[config.mk]
export PLATFORM = sky130hd
export DESIGN_NAME = mdio_mgmt_master
export DESIGN_NICKNAME = d
export VERILOG_FILES = /design/src/rtl/mdio_pkg.sv /design/src/rtl/mdio_clkgen.sv /design/src/rtl/mdio_frame_seq.sv /design/src/rtl/mdio_mgmt_master.sv
export SDC_FILE = /design/constraint.sdc
export NUM_CORES = 1
export LEC_CHECK = 0
export ABC_AREA = 1
export BUFFER_PORTS_ARGS = -buffer_cell sky130_fd_sc_hd__buf_2
export CAP_MARGIN = 15
export CORE_ASPECT_RATIO = 1.1
export CORE_MARGIN = 1.5
export CORE_UTILIZATION = 54
export DETAILED_ROUTE_END_ITERATION = 12
export PLACE_DENSITY = 0.73
export SYNTH_ARGS = -nofsm -noshare
export SYNTH_HDL_FRONTEND = slang
export SYNTH_SLANG_ARGS = --single-unit
export TNS_END_PERCENT = 100
[constraint.sdc]
create_clock -name clk -period 1.9 [get_ports clk]
set_input_delay 0.285 -clock clk [delete_from_list [all_inputs] [get_ports clk]]
set_output_delay 0.285 -clock clk [all_outputs]
set_load 0.1 [all_outputs]
[src/rtl/mdio_pkg.sv]
package mdio_pkg;
  localparam logic [3:0] W_STAT = 4'd12;
  localparam logic [3:0] W_CTL  = 4'd13;
  localparam logic [3:0] W_DATA = 4'd14;
  localparam logic [3:0] W_ADDR = 4'd15;

  localparam int ST_BUSY   = 0;
  localparam int ST_RDERR  = 1;
  localparam int ST_EXT    = 6;
  localparam int ST_DIV_LO = 8;
  localparam int CT_NOPRE  = 10;
  localparam int CT_SCAN   = 11;
  localparam int CT_PINC   = 14;
  localparam int CT_READ   = 15;

  typedef enum logic [1:0] {FR_ADDR, FR_WRITE, FR_READ, FR_PINC} frame_kind_t;

  function automatic logic [31:0] swap_bytes(logic [31:0] v);
    return {v[7:0], v[15:8], v[23:16], v[31:24]};
  endfunction

  function automatic logic [31:0] pack_frame(logic ext, frame_kind_t k,
                                             logic [4:0] port, logic [4:0] dev,
                                             logic [15:0] payload);
    logic [1:0] st, op, ta;
    st = ext ? 2'b00 : 2'b01;
    case (k)
      FR_ADDR:  op = 2'b00;
      FR_WRITE: op = 2'b01;
      FR_READ:  op = ext ? 2'b11 : 2'b10;
      default:  op = 2'b10;
    endcase
    ta = (k == FR_READ || k == FR_PINC) ? 2'b11 : 2'b10;
    return {st, op, port, dev, ta, payload};
  endfunction
endpackage

[src/rtl/mdio_clkgen.sv]
module mdio_clkgen #(
  parameter int DIV_W = 8
) (
  input  logic             clk,
  input  logic             rst_n,
  input  logic             en,
  input  logic [DIV_W-1:0] div,
  output logic             mdc,
  output logic             rise,
  output logic             fall
);
  logic [DIV_W-1:0] cnt;
  logic hit;

  assign hit  = en && (cnt == div);
  assign rise = hit && !mdc;
  assign fall = hit && mdc;

  always_ff @(posedge clk) begin
    if (!rst_n || !en) begin
      cnt <= '0;
      mdc <= 1'b0;
    end else if (hit) begin
      cnt <= '0;
      mdc <= ~mdc;
    end else begin
      cnt <= cnt + 1'b1;
    end
  end

  assert_cnt_in_range_R2: assert property (@(posedge clk) disable iff (!rst_n)
    en |-> (cnt <= div));

  assert_mdc_parked_R1: assert property (@(posedge clk) disable iff (!rst_n)
    !en |=> !mdc);
endmodule

[src/rtl/mdio_frame_seq.sv]
module mdio_frame_seq #(
  parameter int PRE_LEN   = 32,
  parameter int FRAME_LEN = 32
) (
  input  logic                 clk,
  input  logic                 rst_n,
  input  logic                 start,
  input  logic [FRAME_LEN-1:0] frame_in,
  input  logic                 use_pre,
  input  logic                 is_read,
  input  logic                 rise,
  input  logic                 fall,
  input  logic                 mdc,
  input  logic                 mdio_i,
  output logic                 busy,
  output logic                 done,
  output logic                 mdio_o,
  output logic                 mdio_oe,
  output logic                 rd_err,
  output logic [15:0]          rd_data
);
  localparam int TOT      = PRE_LEN + FRAME_LEN;
  localparam int IDX_W    = $clog2(TOT + 1);
  localparam int TA_POS   = FRAME_LEN - 18;
  localparam int DATA_POS = TA_POS + 2;

  logic [TOT-1:0]   sr;
  logic [IDX_W-1:0] idx, off, last, pos;
  logic             pre_q, rd_q, in_body, released;

  assign off      = pre_q ? IDX_W'(PRE_LEN) : '0;
  assign last     = off + IDX_W'(FRAME_LEN - 1);
  assign in_body  = idx >= off;
  assign pos      = idx - off;
  assign released = rd_q && in_body && (pos >= IDX_W'(TA_POS));
  assign mdio_o   = sr[TOT-1];
  assign mdio_oe  = busy && !released;
  assign done     = busy && fall && (idx == last);

  always_ff @(posedge clk) begin
    if (!rst_n) begin
      busy    <= 1'b0;
      idx     <= '0;
      sr      <= '0;
      pre_q   <= 1'b0;
      rd_q    <= 1'b0;
      rd_err  <= 1'b0;
      rd_data <= '0;
    end else if (start) begin
      busy   <= 1'b1;
      idx    <= '0;
      pre_q  <= use_pre;
      rd_q   <= is_read;
      rd_err <= 1'b0;
      sr     <= use_pre ? {{PRE_LEN{1'b1}}, frame_in} : {frame_in, {PRE_LEN{1'b0}}};
    end else if (busy) begin
      if (rise && released) begin
        if (pos == IDX_W'(TA_POS + 1)) rd_err <= mdio_i;
        if (pos >= IDX_W'(DATA_POS)) rd_data <= {rd_data[14:0], mdio_i};
      end
      if (fall) begin
        if (idx == last) begin
          busy <= 1'b0;
        end else begin
          idx <= idx + 1'b1;
          sr  <= {sr[TOT-2:0], 1'b0};
        end
      end
    end
  end

  assert_hold_while_high_R12: assert property (@(posedge clk) disable iff (!rst_n)
    (mdc && $past(mdc)) |-> ($stable(mdio_o) && $stable(mdio_oe)));

  assert_start_when_idle_R10: assert property (@(posedge clk) disable iff (!rst_n)
    start |-> !busy);
endmodule

[src/rtl/mdio_mgmt_master.sv]
module mdio_mgmt_master
  import mdio_pkg::*;
#(
  parameter int DIV_W     = 8,
  parameter int DIV_RESET = 4,
  parameter int PRE_LEN   = 32
) (
  input  logic        clk,
  input  logic        rst_n,
  input  logic        cfg_little_endian,
  input  logic        reg_wr,
  input  logic [3:0]  reg_word,
  input  logic [31:0] reg_wdata,
  output logic [31:0] reg_rdata,
  output logic        mdc,
  output logic        mdio_o,
  output logic        mdio_oe,
  input  logic        mdio_i
);
  localparam int FRAME_LEN = 32;

  logic [31:0] wr_nat, rd_nat;
  logic        busy, done, wr_ok, rise, fall, rd_err;
  logic [15:0] rd_data;

  logic             ext_q, nopre_q, scan_q, pinc_q, rdbit_q, rderr_q, rd_frame_q;
  logic [DIV_W-1:0] div_q;
  logic [4:0]       dev_q, port_q;
  logic [15:0]      data_q, addr_q;

  logic             start, f_pre, f_read;
  frame_kind_t      kind;
  logic [4:0]       f_port, f_dev;
  logic [15:0]      payload;
  logic [31:0]      frame;
  logic             unused_bits;

  assign wr_nat      = cfg_little_endian ? reg_wdata : swap_bytes(reg_wdata);
  assign wr_ok       = reg_wr && !busy;
  assign unused_bits = ^{wr_nat[31:16], wr_nat[13:12]};

  always_comb begin
    start   = 1'b0;
    kind    = FR_WRITE;
    f_port  = port_q;
    f_dev   = dev_q;
    f_pre   = !nopre_q;
    payload = wr_nat[15:0];
    if (wr_ok && reg_word == W_ADDR && ext_q) begin
      start = 1'b1;
      kind  = FR_ADDR;
    end else if (wr_ok && reg_word == W_DATA) begin
      start = 1'b1;
    end else if (wr_ok && reg_word == W_CTL && wr_nat[CT_READ]) begin
      start   = 1'b1;
      kind    = (ext_q && wr_nat[CT_PINC]) ? FR_PINC : FR_READ;
      f_port  = wr_nat[9:5];
      f_dev   = wr_nat[4:0];
      f_pre   = !wr_nat[CT_NOPRE];
      payload = '1;
    end
  end

  assign f_read = (kind == FR_READ) || (kind == FR_PINC);
  assign frame  = pack_frame(ext_q, kind, f_port, f_dev, payload);

  mdio_clkgen #(.DIV_W(DIV_W)) clkgen_i (
    .clk(clk), .rst_n(rst_n), .en(busy), .div(div_q),
    .mdc(mdc), .rise(rise), .fall(fall)
  );

  mdio_frame_seq #(.PRE_LEN(PRE_LEN), .FRAME_LEN(FRAME_LEN)) seq_i (
    .clk(clk), .rst_n(rst_n), .start(start), .frame_in(frame),
    .use_pre(f_pre), .is_read(f_read), .rise(rise), .fall(fall),
    .mdc(mdc), .mdio_i(mdio_i), .busy(busy), .done(done),
    .mdio_o(mdio_o), .mdio_oe(mdio_oe), .rd_err(rd_err), .rd_data(rd_data)
  );

  always_ff @(posedge clk) begin
    if (!rst_n) begin
      ext_q      <= 1'b0;
      div_q      <= DIV_W'(DIV_RESET);
      dev_q      <= '0;
      port_q     <= '0;
      nopre_q    <= 1'b0;
      scan_q     <= 1'b0;
      pinc_q     <= 1'b0;
      rdbit_q    <= 1'b0;
      data_q     <= '0;
      addr_q     <= '0;
      rderr_q    <= 1'b0;
      rd_frame_q <= 1'b0;
    end else begin
      if (wr_ok) begin
        case (reg_word)
          W_STAT: begin
            ext_q <= wr_nat[ST_EXT];
            div_q <= wr_nat[ST_DIV_LO +: DIV_W];
          end
          W_CTL: begin
            dev_q   <= wr_nat[4:0];
            port_q  <= wr_nat[9:5];
            nopre_q <= wr_nat[CT_NOPRE];
            scan_q  <= wr_nat[CT_SCAN];
            pinc_q  <= wr_nat[CT_PINC];
            rdbit_q <= wr_nat[CT_READ];
          end
          W_DATA:  data_q <= wr_nat[15:0];
          W_ADDR:  addr_q <= wr_nat[15:0];
          default: ;
        endcase
      end
      if (start) begin
        rd_frame_q <= f_read;
        if (f_read) rderr_q <= 1'b0;
      end
      if (done && rd_frame_q) begin
        data_q  <= rd_data;
        rderr_q <= rd_err;
      end
    end
  end

  always_comb begin
    rd_nat = '0;
    case (reg_word)
      W_STAT: begin
        rd_nat[ST_BUSY]            = busy;
        rd_nat[ST_RDERR]           = rderr_q;
        rd_nat[ST_EXT]             = ext_q;
        rd_nat[ST_DIV_LO +: DIV_W] = div_q;
      end
      W_CTL: begin
        rd_nat[4:0]      = dev_q;
        rd_nat[9:5]      = port_q;
        rd_nat[CT_NOPRE] = nopre_q;
        rd_nat[CT_SCAN]  = scan_q;
        rd_nat[CT_PINC]  = pinc_q;
        rd_nat[CT_READ]  = rdbit_q;
      end
      W_DATA: begin
        rd_nat[15:0] = data_q;
        rd_nat[31]   = busy;
      end
      W_ADDR:  rd_nat[15:0] = addr_q;
      default: ;
    endcase
  end

  assign reg_rdata = cfg_little_endian ? rd_nat : swap_bytes(rd_nat);

  assert_ignore_busy_R10: assert property (@(posedge clk) disable iff (!rst_n)
    (reg_wr && busy) |=> ($stable(div_q) && $stable(ext_q) && $stable(addr_q)
                          && $stable(port_q) && $stable(dev_q)));

  assert_rderr_from_read_R8: assert property (@(posedge clk) disable iff (!rst_n)
    $rose(rderr_q) |-> $past(rd_frame_q));
endmodule

### Word level (Yosys, flattened, before mapping)

Cells that the tools add are included.

* add/subtract/negate cells: 4
* multiply operators: 0
* divide/modulo/power cells: 0
* $lt $le $gt $ge: 3
* equality and inequality tests: 11
* shift-type cells: 0
* muxes and demuxes: 49
* bitwise operators: 4
* reductions and logical operators: 43

Operator list (number)
* $mux W64: 5
* $mux W16: 7
* $mux W32: 1
* $mux W5: 6
* $mux W1: 18
* $logic_and A1 B1 Y1: 17
* $eq A4 B4 Y1 const B: 4
* $pmux W2 S4: 2
* $pmux W4 S4: 1
* $pmux W2 S3: 2
* $pmux W4 S3: 1
* $reduce_bool A2 Y1: 6
* $reduce_and A2 Y1: 5
* $reduce_and A3 Y1: 3
* $add A8 B1 Y8 const B: 1
* $eq A8 B8 Y1: 1
* $add A7 B1 Y7 const B: 1
* $add A7 B5 Y7 const B: 1
* $eq A7 B4 Y1 const B: 1
* $eq A7 B7 Y1: 1
* $ge A7 B4 Y1 const B: 1
* $ge A7 B5 Y1 const B: 1
* $ge A7 B7 Y1: 1
* $sub A7 B7 Y7: 1
* 13 further kinds: 26

* register bits: 156
* latch bits: 0
* memory bits (writable): 0
* memory bits (read-only): 0
* logic and storage cells: 134
* memories: 0

### Longest topological paths before layout

Gate-level depths: netlist (run 1).

* depth in word-level cells: 12
* mapped depth: 13
* depth with buffers taken out: 12

### By module

From an unflattened synthesis (run 1), not the netlist that was laid out.

* cell total of the unflattened synthesis: 1236
* area, all modules: 8201.6 um^2

By module, submodules not included
* mdio_frame_seq: times used 1, cells each 634, area an instance 4386.7 um^2, sequential area each 1821.7 um^2
* mdio_mgmt_master: times used 1, cells each 521, area an instance 3243.1 um^2, sequential area each 1141.1 um^2
* mdio_clkgen: times used 1, cells each 81, area an instance 571.8 um^2, sequential area each 180.2 um^2

### Worst setup path after synthesis (run 1)

No wires, ideal clock.

* path type: input to output
* start: in reg_word[2]
* end: out reg_rdata[31]
* data arrival time: 3.062 ns
* slack: -1.447 ns
* stages: 6
* buffers on the path: 0
* path through: nand2_1 > nor2_1 > nand2_1 > clkinv_1 > nand2_1 > o21ai_0

* cells in the longest elaborated chain, start to end: 3
* elaborated cells between the ends (all ways): 6
* those cells by class: eq/ne: 3; mux: 3

Ends and longest elaborated chain
* start: declaration: line mdio_mgmt_master.sv:12 `input logic [3:0] reg_word,`
* $eq A4 B4 Y1: line mdio_mgmt_master.sv:126 `case (reg_word)`
* $pmux W1 S3 / $mux W1 (equally long branches): line mdio_mgmt_master.sv:126
* $mux W32 (*): line mdio_mgmt_master.sv:150 `assign reg_rdata = cfg_little_endian ? rd_nat : swap_bytes(rd_nat);`
* end: declaration: line mdio_mgmt_master.sv:14 `output logic [31:0] reg_rdata,`

Mark *: on every way between the ends. The rest lies on a longest branch, timed or not.

### Final worst setup path (run 1)

* start: reg seq_i.idx[5]
* end: out mdio_oe

* cells in the longest elaborated chain, start to end: 5
* elaborated cells between the ends (all ways): 7
* those cells by class: add/sub: 1; order compare: 2; reduce/logical: 4

Ends and longest elaborated chain
* start: declaration: line mdio_frame_seq.sv:28 `logic [IDX_W-1:0] idx, off, last, pos;`
* start signal: assignment: line mdio_frame_seq.sv:65 `idx <= idx + 1'b1;`
* $sub A7 B7 Y7 / $ge A7 B7 Y1 (equally long branches): line mdio_frame_seq.sv:34, mdio_frame_seq.sv:33
* $ge A7 B4 Y1 / $logic_and A1 B1 Y1 (equally long branches): line mdio_frame_seq.sv:35 `assign released = rd_q && in_body && (pos >= IDX_W'(TA_POS));`
* $logic_and A1 B1 Y1 (*): line mdio_frame_seq.sv:35
* $logic_not A1 Y1 (*): line mdio_frame_seq.sv:37 `assign mdio_oe = busy && !released;`
* $logic_and A1 B1 Y1 (*): line mdio_frame_seq.sv:37
* end: declaration: line mdio_mgmt_master.sv:17 `output logic mdio_oe,`

Marks and branches as above.

==> results of run 1 <==
==> cells in the mapped netlist (all sizes together) (7+ instances only) <==
library cell    n  area share [%]
nand2         425              19
nor2          201             9.2
inv           170             7.4
dfxtp         156              36
o21ai          92             5.3
a21oi          76             4.4
nand3          72             4.6
buf            43             3.5
clkbuf         38             1.7
nand3b         19             1.7
nand4          18             1.4
o22ai          10            0.72
a221oi          9            0.91
nor3            8            0.58
o211ai          7            0.67
o221ai          7            0.71
xor2            7            0.71
==> power breakdown <==
part | internal [uW] | switching (uW) | total [uW]
clock | 1730 | 1500 | 3230
sequential | 3320 | 30.3 | 3350
combinational | 302 | 592 | 895
==> per-stage QoR <==
stage               cells  area, um^2  utilization, %  total power (uW)
detailed placement   1659       10500            67.3              4190
finish               1714       11900            75.8              7470
global placement     1659       10500            67.3              4180
CTS                  1694       11300            72.0              7360
floorplan            1373        9020               -              3900
global route         1714       11900            75.8              7660
==> logic make-up after synthesis <==
group           after synthesis
compound gates              201
xor+xnor                     10
fa+ha+maj                     5
buf+inv                     253
flops                       156
simple gates                748
==> sequential cells by signal, summed over array words and instances, names as in the netlist <==
signal and flops:
nopre_q 1, clkgen_i.mdc 1, clkgen_i.cnt 8, ext_q 1, dev_q 5, scan_q 1, seq_i.busy 1, rderr_q 1
seq_i.idx 7, pinc_q 1, seq_i.pre_q 1, rdbit_q 1, port_q 5, seq_i.sr 64, addr_q 16, div_q 8
seq_i.rd_err 1, data_q 16, seq_i.rd_q 1, seq_i.rd_data 16
==> worst reg2reg max path, cell delays in order, from the launching register on <==
cell and delay (ps):
dfxtp_2 330, inv_2 50, ha_4 260, nand3_1 80, nor2_2 210, inv_1 100, nand4_1 130, buf_12 150
buf_8 130, buf_12 120, nand3_1 80, a21oi_1 180
==> cells in the final DEF, fill, tap and decap left out, types with 14 or more instances in the layout <==
cell,n
clkinvlp_4,19
dfxtp_1,143
nand3b_1,19
clkbuf_16,21
buf_4,74
buf_2,40
inv_2,17
nand2_2,20
o21ai_0,73
buf_6,15
a21oi_1,73
o21ai_1,14
inv_1,137
nand3_1,65
nand4_1,16
nor2_4,24
nand2_1,396
nor2_1,169
buf_12,50
==> timing repair <==
item | 4_1_cts | 5_1_grt
setup endpoints to repair | 34 | 126
pin swaps | 8 | 18
gates cloned | 2 | 7
resized for setup | 35 | 97
buffers inserted | 6 | 13
==> layer usage <==
metal	vias to the layer above	track usage [%]
met5	-	0
met4	0	13.1
met3	137	8.33
met2	522	51.5
met1	4411	41.6
li1	4560	-
==> layout make-up <==
| cell class | count | area [um^2] | share of cell area (%) |
|---|---|---|---|
| Multi-Input combinational cell | 965 | 5130 | 43.2 |
| Sequential cell | 156 | 3140 | 26.5 |
| Timing Repair Buffer | 186 | 2070 | 17.4 |
| Inverter | 172 | 721 | 6.07 |
| Clock buffer | 19 | 443 | 3.73 |
| Tap cell | 200 | 250 | 2.11 |
| Clock inverter | 13 | 108 | 0.906 |
| Timing Repair inverter | 2 | 11.3 | 0.0948 |
| Antenna cell | 1 | 2.50 | 0.0211 |
==> worst max-delay path by stage <==
stage / from / to / slack, ps / depth (start not counted)
after floorplan: reg_word[2] / reg_rdata[26] / -50 / 7
after global placement: reg_word[2] / reg_rdata[2] / -90 / 9
after detailed placement: reg_word[3] / reg_rdata[26] / -100 / 9
after CTS: seq_i.idx[5]$_SDFFE_PP0P_ / mdio_oe / -240 / 8
after global routing: seq_i.idx[5]$_SDFFE_PP0P_ / mdio_oe / -270 / 8
final: seq_i.idx[5]$_SDFFE_PP0P_ / mdio_oe / -220 / 8
==> results.yml, run 1 <==
synth:
  synth_ff_type: "dfxtp_1"
  yosysSeqAreaShare_pct: 36.2
  synth_async_sr_flop_share_pct: 0
  netlist_instances: 1373
  synth.distinct_cells: 39
  synthAdderAreaFrac_pct: 0.724
  synth-xor-area-share_pct: 1.01
  netlist_area_mm2: 0.00864
  synth-compound-area-share_pct: 12.8
  ys.warnings.count: 0
  synth_edf_count: 0
  synth-seq-cells: 156
  synth_fp_nets: 1419
  yosys.area_share.simple_pct: 36.7
  synth.avg_cell_area_um2: 6.29
  synth_top_family_by_area: "simple AND/OR/NAND/NOR gates"
  synthMuxAreaShare_pct: 0
drt:
  avgViaCountPerCell: 5.62
  wl_met3_um: 2600
  drt_pre_antenna_iters: 6
  ant_nets: 0
  met1_length_um: 11700
  met2_length_um: 13500
  vias: 9630
  highest_layer: "met4"
  wl_per_cell_um: 17.0
  wl_um: 29200
  drtIter0Drc: 1353
  drc: 0
timing:
  fin_ws_ps: -217
  setup_viol: 10
  post-route-min-period_ps: 2120
  drv_slew: 0
  worstMarginPinSlew_ps: 489
  tns_ps: -343
  post-route-period-util_pct: 111
  finalHoldViolations: 0
  hold_ws_ps: 104
  rsz0062_at_grt: "true"
  max_freq_ghz: 0.472
  maxSlewHeadroom_pct: 67.6
  skew_ps: 10.2
critical_path:
  crit_chain: "inv_2 -> ha_4 -> ha_4 -> nand3_4 -> a21oi_2 -> nor2_2 -> a21oi_4 -> buf_12"
  reg2reg_depth: 11
  critPathSlowestCell: "dfxtp_2"
  cpPeakStageDelay_ps: 330
  endpoint_kind: "output port"
  cp.required_ps: 1620
  r2r_start: "seq_i.idx[5]$_SDFFE_PP0P_"
  arrival_ps: 1830
  cpLargestDelayFamily: "adder cells"
  startpoint_type: "register"
  rrSetupSlack_ps: -10
  crit_top_cell: "ha_4"
  crit_type: "register to output port"
  worstReg2RegEnd: "seq_i.sr[52]$_SDFFE_PN0P_"
  worstPathMaxFanout: 2
  cp.buffers_inverters: 2
clock_network:
  cts.sinks: 156
  cts_buffers: 17
  htreeDepth: 4
  clockRootBuffer: "clkbuf_16"
  clock_latency_ps: 440
  cts_tree: "yes"
  clk_transition_reported_paths_ps: 60
  cts_hold_buf: 0
  cts_buffer_depth: 2
hold_path:
  holdCritStartpoint: "mdio_i"
  hold_end: "seq_i.rd_data[0]$_SDFFE_PN0P_"
  whs_path_depth: 3
  hold_class: "primary input to register"
run_status:
  status: "finished, violations left"
  failed_checks: "setup timing"
power_and_ir_drop:
  p_per_area_mw_per_mm2: 629
  irDropWorstVdd_mv: 0.656
  p_leak_uw: 0.00536
floorplan:
  die_x_um: 124
  die_h_um: 136
  initial_core_util_pct: 55.1
  core_area_mm2: 0.0157
  num_rows: 48
  io_pins: 76
  die-area_mm2: 0.0168
place:
  hpwl_um: 18400
  gp_congestion: 0.899
  io_buffers: 75
  post-place-ws_ps: -100
run:
  cap_violations: 0
layout:
  area_growth_pct: 37.5
  finish.net_count: 1546
  fillerInstances: 1150
  drive_above_1_share_pct: 25.0
global_routing:
  track_usage_pct: 32.3
  globalRoute.totalOverflow: 0
  grt_max_degree: 53
  grt_pass1_vias: 8341
  grt_pass1_wl_um: 42100
  grt_antenna_before_repair: 2
Note: power is estimated with default switching activity, not from simulation.
==> run 2, diff against run 1 <==
--- a/config.mk
+++ b/config.mk
@@ -15,5 +15,6 @@
 export PLACE_DENSITY = 0.73
 export SYNTH_ARGS = -nofsm -noshare
 export SYNTH_HDL_FRONTEND = slang
+export SYNTH_HIERARCHICAL = 1
 export SYNTH_SLANG_ARGS = --single-unit
 export TNS_END_PERCENT = 100
==> results.yml, run 2 <==
drt:
  ant_nets: 0
  drtIter0Drc: 881
  drt_pre_antenna_iters: 5
  drc: 0
  wl_per_cell_um: 17.1
  avgViaCountPerCell: 5.64
  wl_um: 27600
  vias: 9097
floorplan:
  core_area_mm2: 0.0149
  die_x_um: 121
  io_pins: 76
  die_h_um: 132
  die-area_mm2: 0.0159
  initial_core_util_pct: 54.9
  num_rows: 47
timing:
  rsz0062_at_grt: "true"
  skew_ps: 12.8
  fin_ws_ps: -227
  drv_slew: 0
  post-route-min-period_ps: 2130
  finalHoldViolations: 0
  max_freq_ghz: 0.470
  maxSlewHeadroom_pct: 62.1
  hold_ws_ps: 170
  setup_viol: 91
  post-route-period-util_pct: 112
  worstMarginPinSlew_ps: 568
hold_path:
  holdCritStartpoint: "mdio_i"
  hold_end: "seq_i/rd_data[0]$_SDFFE_PN0P_"
  whs_path_depth: 3
  hold_class: "primary input to register"
critical_path:
  worstPathMaxFanout: 3
  cp.required_ps: 1620
  endpoint_kind: "output port"
  rrSetupSlack_ps: -220
  worstReg2RegEnd: "seq_i/sr[12]$_SDFFE_PN0P_"
  arrival_ps: 1840
  crit_type: "register to output port"
  reg2reg_depth: 15
  r2r_start: "div_q[1]$_SDFFE_PN0P_"
  startpoint_type: "register"
clock_network:
  cts_buffer_depth: 2
  clk_transition_reported_paths_ps: 70
  cts_tree: "yes"
  htreeDepth: 4
  clockRootBuffer: "clkbuf_16"
  cts_buffers: 17
  cts_hold_buf: 0
  clock_latency_ps: 440
  cts.sinks: 157
synth:
  synth.distinct_cells: 39
  synth_common_cells: "nand2_1, nor2_1, inv_1, dfxtp_1, o21ai_0"
  synth_top_area_share_pct: 38.3
  synthTopCellsByArea: "dfxtp_1, nand2_1, o21ai_0, nor2_1, a21oi_1"
  netlist_area_mm2: 0.00820
  synth-seq-cells: 157
  netlist_instances: 1236
  synth.avg_cell_area_um2: 6.64
  synth_ff_type: "dfxtp_1"
  synth_edf_count: 0
  synth_async_sr_flop_share_pct: 0
  ys.warnings.count: 6
  yosysSeqAreaShare_pct: 38.3
  yosys.area.top_type: "dfxtp_1"
  yosysMostFrequentCell: "nand2_1"
place:
  post-place-ws_ps: -115
  placed_cells_incl_taps: 1546
  io_buffers: 75
  gp_congestion: 0.929
  hpwl_um: 16700
power_and_ir_drop:
  irDropWorstVdd_mv: 0.664
  p_per_area_mw_per_mm2: 665
  total_power_uw: 7870
  p_leak_uw: 0.00513
layout:
  finish.net_count: 1450
  drive_above_1_share_pct: 34.3
  fillerInstances: 966
  largest-register: "seq_i/sr"
  largest_register_ffs: 64
  utilization_pct: 79.2
  final_common_cell: "nand2_1"
  fin_cells: 1613
  layout_common_cells: "nand2_1, inv_1, dfxtp_1"
  area_growth_pct: 44.3
  n_antenna_cell: 0
run_status:
  failed_checks: "setup timing"
  status: "finished, violations left"
run:
  cap_violations: 0
global_routing:
  track_usage_pct: 30.1
  globalRoute.totalOverflow: 0
  grt_pass1_wl_um: 38100
  grt_antenna_before_repair: 0
  grt_max_degree: 70
  grt_pass1_vias: 7860
-- run 2: how the worst max path moves through the flow --
stage | startpoint | to | slack, ps | cells past startpoint
final | seq_i/idx[5]$_SDFFE_PP0P_ | mdio_oe | -230 | 8
after global routing | div_q[1]$_SDFFE_PN0P_ | seq_i/sr[12]$_SDFFE_PN0P_ | -310 | 15
after CTS | seq_i/idx[5]$_SDFFE_PP0P_ | mdio_oe | -240 | 8
after detailed placement | div_q[3]$_SDFFE_PN0P_ | data_q[13]$_SDFFE_PN0P_ | -120 | 16
after global placement | reg_word[2] | seq_i/rd_data[8]$_SDFFE_PN0P_ | -40 | 13
after floorplan | cfg_little_endian | reg_rdata[13] | -140 | 5
-- run 2: layout make-up --
| type | count | area (um^2) | area share [%] |
|---|---|---|---|
| clock buffer | 18 | 439 | 3.71 |
| clock inverter | 14 | 165 | 1.40 |
| inverter | 171 | 673 | 5.69 |
| multi-input combinational | 843 | 4750 | 40.1 |
| sequential | 157 | 3160 | 26.7 |
| tap | 196 | 245 | 2.07 |
| timing repair buffer | 214 | 2400 | 20.3 |
-- run 2: cell families (layout without fill, tap and decap cells) --
family	Yosys count	in the layout	share of synthesized area (%)
DFF	157	157	38.3
buffers and inverters	240	417	13.0
AOI/OAI and AO/OA	343	343	21.8
xor gates and xnor gates	9	9	0.961
adders and majority gates	5	5	0.763
other	2	4	0.0916
and+or+nand+nor	480	482	25.0
-- run 2: routing by layer --
layer | track usage [%] | share of wire [%]
met1 | 38.7 | 39
met4 | 13.2 | 3.2
met5 | 0 | 0
met3 | 4.67 | 8.2
met2 | 49.8 | 50
-- run 2: what timing repair did --
| item | in CTS | in global routing |
|---|---|---|
| pin swaps | 12 | 70 |
| buffers inserted | 4 | 15 |
| cloned | 1 | 16 |
| setup endpoints to repair | 42 | 129 |
| resized for setup | 32 | 243 |
-- run 2: stage by stage --
stage	TNS (ps)	cell area (um^2)
2_1_floorplan	-2490	8330
3_3_place_gp	-1210	9960
3_5_place_dp	-2880	9960
4_1_cts	-242	10700
5_1_grt	-17750	11800
6_report	-5320	11800
-- run 2: critical path, cell delays in order (launching register included) --
cell and delay [ps]:
dfxtp_2 330, inv_2 50, ha_4 160, ha_4 250, nand2_2 60, nor2_4 130
a21boi_4 90, a21boi_4 150, buf_12 190
-- run 2: power breakdown --
part,switching (uW),internal [uW]
Combinational,564,347
Sequential,39.1,3360
Clock,1540,2020
